## src/rtl/qual_event_counter.sv

```systemverilog
module qual_event_counter #(
  parameter int CNT_W = 48,
  parameter int EVC_W = 4
) (
  input  logic             clk,
  input  logic             rst_n,
  input  logic             cfg_we,
  input  logic [23:0]      cfg_wdata,
  output logic [23:0]      cfg_rdata,
  input  logic             cnt_we,
  input  logic [CNT_W-1:0] cnt_wdata,
  output logic [CNT_W-1:0] cnt_rdata,
  input  logic [7:0]       ev_code,
  input  logic [7:0]       ev_sub,
  input  logic [EVC_W-1:0] ev_count,
  input  logic             lk_valid,
  input  logic [3:0]       lk_state,
  input  logic [3:0]       lk_req
);
  localparam int N_W = EVC_W + 1;
  localparam logic [7:0] LOOKUP_CODE = 8'h34;

  logic [23:0]      cfg;
  logic [CNT_W-1:0] count;
  logic             prev_cond;

  wire [7:0] sel    = cfg[7:0];
  wire [7:0] umask  = cfg[15:8];
  wire       edg    = cfg[16];
  wire       inv    = cfg[17];
  wire       en     = cfg[18];
  wire [4:0] thresh = cfg[23:19];

  wire gen_hit = (sel != LOOKUP_CODE) && (ev_code == sel) && ((ev_sub & umask) != 8'd0);
  wire lk_hit  = (sel == LOOKUP_CODE) && lk_valid &&
                 ((lk_state & umask[3:0]) != 4'd0) && ((lk_req & umask[7:4]) != 4'd0);

  logic [N_W-1:0] n;
  assign n = (gen_hit ? N_W'(ev_count) : '0) + N_W'(lk_hit);

  logic cond;
  always_comb begin
    if (thresh == 5'd0)      cond = (n != '0);
    else if (inv)            cond = int'(n) <  int'(thresh);
    else                     cond = int'(n) >= int'(thresh);
  end

  logic [CNT_W-1:0] inc;
  always_comb begin
    if (edg)                 inc = CNT_W'(cond && !prev_cond);
    else if (thresh != 5'd0) inc = CNT_W'(cond);
    else                     inc = CNT_W'(n);
  end

  always_ff @(posedge clk) begin
    if (!rst_n) begin
      cfg       <= '0;
      count     <= '0;
      prev_cond <= 1'b0;
    end else begin
      if (cfg_we) cfg <= cfg_wdata;
      prev_cond <= en ? cond : 1'b0;
      if (cnt_we)  count <= cnt_wdata;
      else if (en) count <= count + inc;
    end
  end

  assign cfg_rdata = cfg;
  assign cnt_rdata = count;


  sw_write_chk: assert property (@(posedge clk) disable iff (!rst_n)
    cnt_we |=> cnt_rdata == $past(cnt_wdata));


  freeze_chk: assert property (@(posedge clk) disable iff (!rst_n)
    (!en && !cnt_we) |=> $stable(cnt_rdata));


  history_clear_chk: assert property (@(posedge clk) disable iff (!rst_n)
    !en |=> !prev_cond);


  single_step_chk: assert property (@(posedge clk) disable iff (!rst_n)
    (en && !cnt_we && (edg || thresh != 5'd0)) |=> (cnt_rdata - $past(cnt_rdata)) <= CNT_W'(1));
endmodule

```

## config.mk

```make
export PLATFORM = sky130hd
export DESIGN_NAME = qual_event_counter
export DESIGN_NICKNAME = d
export VERILOG_FILES = /design/src/rtl/qual_event_counter.sv
export SDC_FILE = /design/constraint.sdc
export NUM_CORES = 1
export LEC_CHECK = 0
export BUFFER_PORTS_ARGS = -buffer_cell sky130_fd_sc_hd__buf_4
export CORE_MARGIN = 3
export CORE_UTILIZATION = 48
export CTS_CLUSTER_DIAMETER = 200
export CTS_CLUSTER_SIZE = 16
export DETAILED_ROUTE_END_ITERATION = 16
export GPL_ROUTABILITY_DRIVEN = 0
export GPL_TIMING_DRIVEN = 0
export PLACE_DENSITY = 0.81
export SLEW_MARGIN = 20
export SYNTH_ARGS = -nofsm -noshare
export SYNTH_HDL_FRONTEND = slang
export SYNTH_SLANG_ARGS = --single-unit
```

## constraint.sdc

```tcl
create_clock -name clk -period 6.5 [get_ports clk]
set_clock_uncertainty 0.2 [all_clocks]
set_input_delay 0.65 -clock clk [delete_from_list [all_inputs] [get_ports clk]]
set_output_delay 0.65 -clock clk [all_outputs]
set_load 0.02 [all_outputs]
```

==> metrics.md <==
| Metric | Value |
|---|---|
| Seq/Total Area, Yosys | `0.3554` |
| DRT iter0 DRCs | `133` |
| Status | `complete, no violations` |
| CP max stage cell | `or4_1` |
| I/O Buffers | `174` |
| Share of synthesized flip-flops with an asynchronous set or reset | `0` |
| Hold_sp | `cnt_wdata[1]` |
| Largest net degree at the start of global routing | `12` |
| DRC violations left | `0` |
| Maxcap violations | `0` |
| Seq cells post-synth | `73` |
| Delay-heaviest family, CP | `adder cells` |
| Worst setup SP type | `flip-flop` |
| Final core occ | `0.6956` |
| CP arrival | `about 6 ns` |
| Vert. Die Dim | `98.55 um` |
| Worst-path fanout max | `10` |
| Clock latency on the worst-skew pair | `about 0.36 ns` |
| CP max stage delay | `about 0.53 ns` |
| Worst-case reg-to-reg path depth | `24` |
| Post-synth cell types | `47` |
| Setup TNS | `0 ns` |
| Period minus WS final | `between 5 and 6 ns` |
| Final Instance Area | `0.005744 mm^2` |
| CTS tree | `built` |
| H-Tree Depth | `3` |
| Fin. max-slew vios | `0` |
| Placed cells | `749` |
| Synth Flop Type | `dfxtp_1` |
| Nets | `773` |
| Share of layout cells above drive strength 1 | `0.3065` |
| Fmax | `0.1707 GHz` |
| Cell count along the critical path | `24` |
| Relative slew slack | `0.4405` |
| Top cells by count, synth | `dfxtp_1 (73), a21oi_1 (50), o21ai_0 (48)` |
| Most common cell in the synthesized netlist | `dfxtp_1` |
| Dominant cell type by area after synthesis | `dfxtp_1` |
| Initial Util | `0.4979` |
| Buffer count from post-CTS setup fixing | `0` |
| RR Startpoint | `cfg_rdata[12]` |
| Post-cts gate resize count | `0` |
| Dpl hpwl | `around 9700 um` |
| Hold EP | `cnt_rdata[1]` |
| Clock sink total | `73` |
| Top post-synthesis cells by area | `dfxtp_1 (36%), xnor2_1 (9.6%), mux2i_1 (7.3%), a21oi_1 (6.1%), o21ai_0 (5.8%)` |
| Initial antenna violation count | `0` |
| Count of final setup violators | `0` |
| Yosys top cell area share | `0.3554` |
| Vias in the first global route | `4,226` |
| CP required | `6.53 ns` |
| Routed WL | `~13,000 um` |
| Crit path top cell by count | `ha_1` |
| Worst Path Class, Setup | `reg -> reg` |
| Antenna Nets Post-Route | `0` |
| Die X | `98.55 um` |
| # hold bufs at CTS | `0` |
| Crit path cell chain | `a22oi_1, and4_1, or4_1, clkbuf_1, nor2_1, ha_1, ha_1, inv_1, xnor2_1, ha_1, o21a_1, o211ai_1, nand2_1, mux2i_1, a21oi_1, ha_1, fa_1, a21o_1, a21o_1, a21oi_1, clkbuf_1, nor4_1, xnor2_1, a21oi_1` |
| Critical path endpoint category | `flip-flop` |
| TritonCTS Buffers | `9` |
| Clock transition at the registers of the reported paths | `0.08 ns` |
| Max Buffers Root-to-Sink | `2` |
| Number of flops mapped to enable cells by yosys | `0` |
| Leak Pwr | `2.439 nW` |
| Synth warn | `0` |
| Aggregate global routing overflow | `0` |
| Area Growth Syn to Fin | `39.71%` |
| Pwr Density | `196.2 mW/mm^2` |
| DR WL/cell | `16.36 um` |
| Filler Cells Inserted | `639` |
| HP Class | `in -> reg` |
| Synthesized instance count | `470` |
| Hold depth | `2` |
| Synth Cell Area | `between 0.004 and 0.005 mm^2` |
| First-pass GRT wire length | `around 20,000 um` |
| RSZ-0062 raised after global routing | `false` |
| Worst-Margin Slew | `0.8392 ns` |
| Final hold slack | `0.3175 ns` |
| Final hold violations | `0` |
| Via count | `4,161` |
| DP Area | `0.005549 mm^2` |
| # IOs | `177` |
| Fin cells | `764` |
| Site Rows | `33` |
| Syn Nets | `588` |
| Drt pass-1 iters | `4` |
| Diodes inserted | `0` |
| R2R Setup Slk | `roughly 0.64 ns` |
| Root Buffer | `clkbuf_8` |
| All-layer global routing usage | `0.2517` |
| Vias/cell | `around 5.4` |
| Fin crit share | `0.9015` |
| Peak supply drop | `0.0001185 V` |
| Core area | `0.008258 mm^2` |
| Reg-to-reg endpoint | `cnt_rdata[18]` |
| CP Buf/Inv Count | `3` |
| Avg Cell Area, Syn | `a little under 9 um^2` |
| Die area | `0.009712 mm^2` |
## cells by family (layout without fill, tap and decap cells)
kind of cell               count (synthesis)  after routing  synth area share
and+or+nand+nor                          140            140            0.2133
AOI/OAI and AO/OA                        120            120            0.1616
DFF                                       73             73            0.3554
xor gates and xnor gates                  56             56            0.1193
buffers and inverters                     38            227           0.03591
muxes                                     30             30           0.07304
adders and majority gates                 13             13           0.04139
## how the worst max path moves through the flow
stage,slack [ns],start,to
after floorplan,1.23,ev_code[6],cnt_rdata[16]
after global placement,0.46,ev_code[6],cnt_rdata[16]
after detailed placement,0.39,ev_code[1],cnt_rdata[16]
after CTS,0.67,ev_code[1],cnt_rdata[22]
after global routing,0.26,cfg_rdata[0],cnt_rdata[32]
final,0.64,cfg_rdata[12],cnt_rdata[18]
## state kept, by name (all words and copies together) (netlist names)
register   count
cfg_rdata     24
prev_cond      1
cnt_rdata     48
## layout make-up
cell class,instances,area [um^2],area share
flip-flops and latches,73,1461,0.2544
multi-input cells,359,2502,0.4356
clock inverters,3,40.04,0.006970
inverters,11,41.29,0.007188
plain buffers,27,106.4,0.01851
repair buffers,174,1306,0.2274
well taps,105,131.4,0.02287
clock buffers,12,155.1,0.02701
## cell usage in the layout, fill, tap and decap left out, types with 12 or more instances in the layout
| master | n |
|---|---|
| clkbuf_1 | 25 |
| nand2_1 | 20 |
| nor2_1 | 15 |
| nor2b_1 | 27 |
| o21ai_0 | 48 |
| a21oi_1 | 50 |
| nor3_1 | 15 |
| buf_4 | 175 |
| ha_1 | 12 |
| xnor2_1 | 45 |
| dfxtp_1 | 73 |
| mux2i_1 | 30 |
## per-layer routing
metal,global-route usage,share of wire
met3,0.06369,0.077
met4,0.07143,0.014
met5,0,0
met1,0.3088,0.42
met2,0.4373,0.49
## through the flow
step / setup WS [ns] / power (mW)
6_report: 0.6403 / 1.127
5_1_grt: 0.2553 / 1.172
4_1_cts: 0.6669 / 1.128
3_5_place_dp: 0.3950 / 0.7672
3_3_place_gp: 0.4636 / 0.7602
2_1_floorplan: 1.227 / 0.6434
## where the power goes
group          switching, mW  internal, mW
Clock                  0.173         0.195
Sequential            0.0354         0.477
Combinational          0.119         0.127
Total                  0.328         0.799
Note: power is estimated with default switching activity, not from simulation.
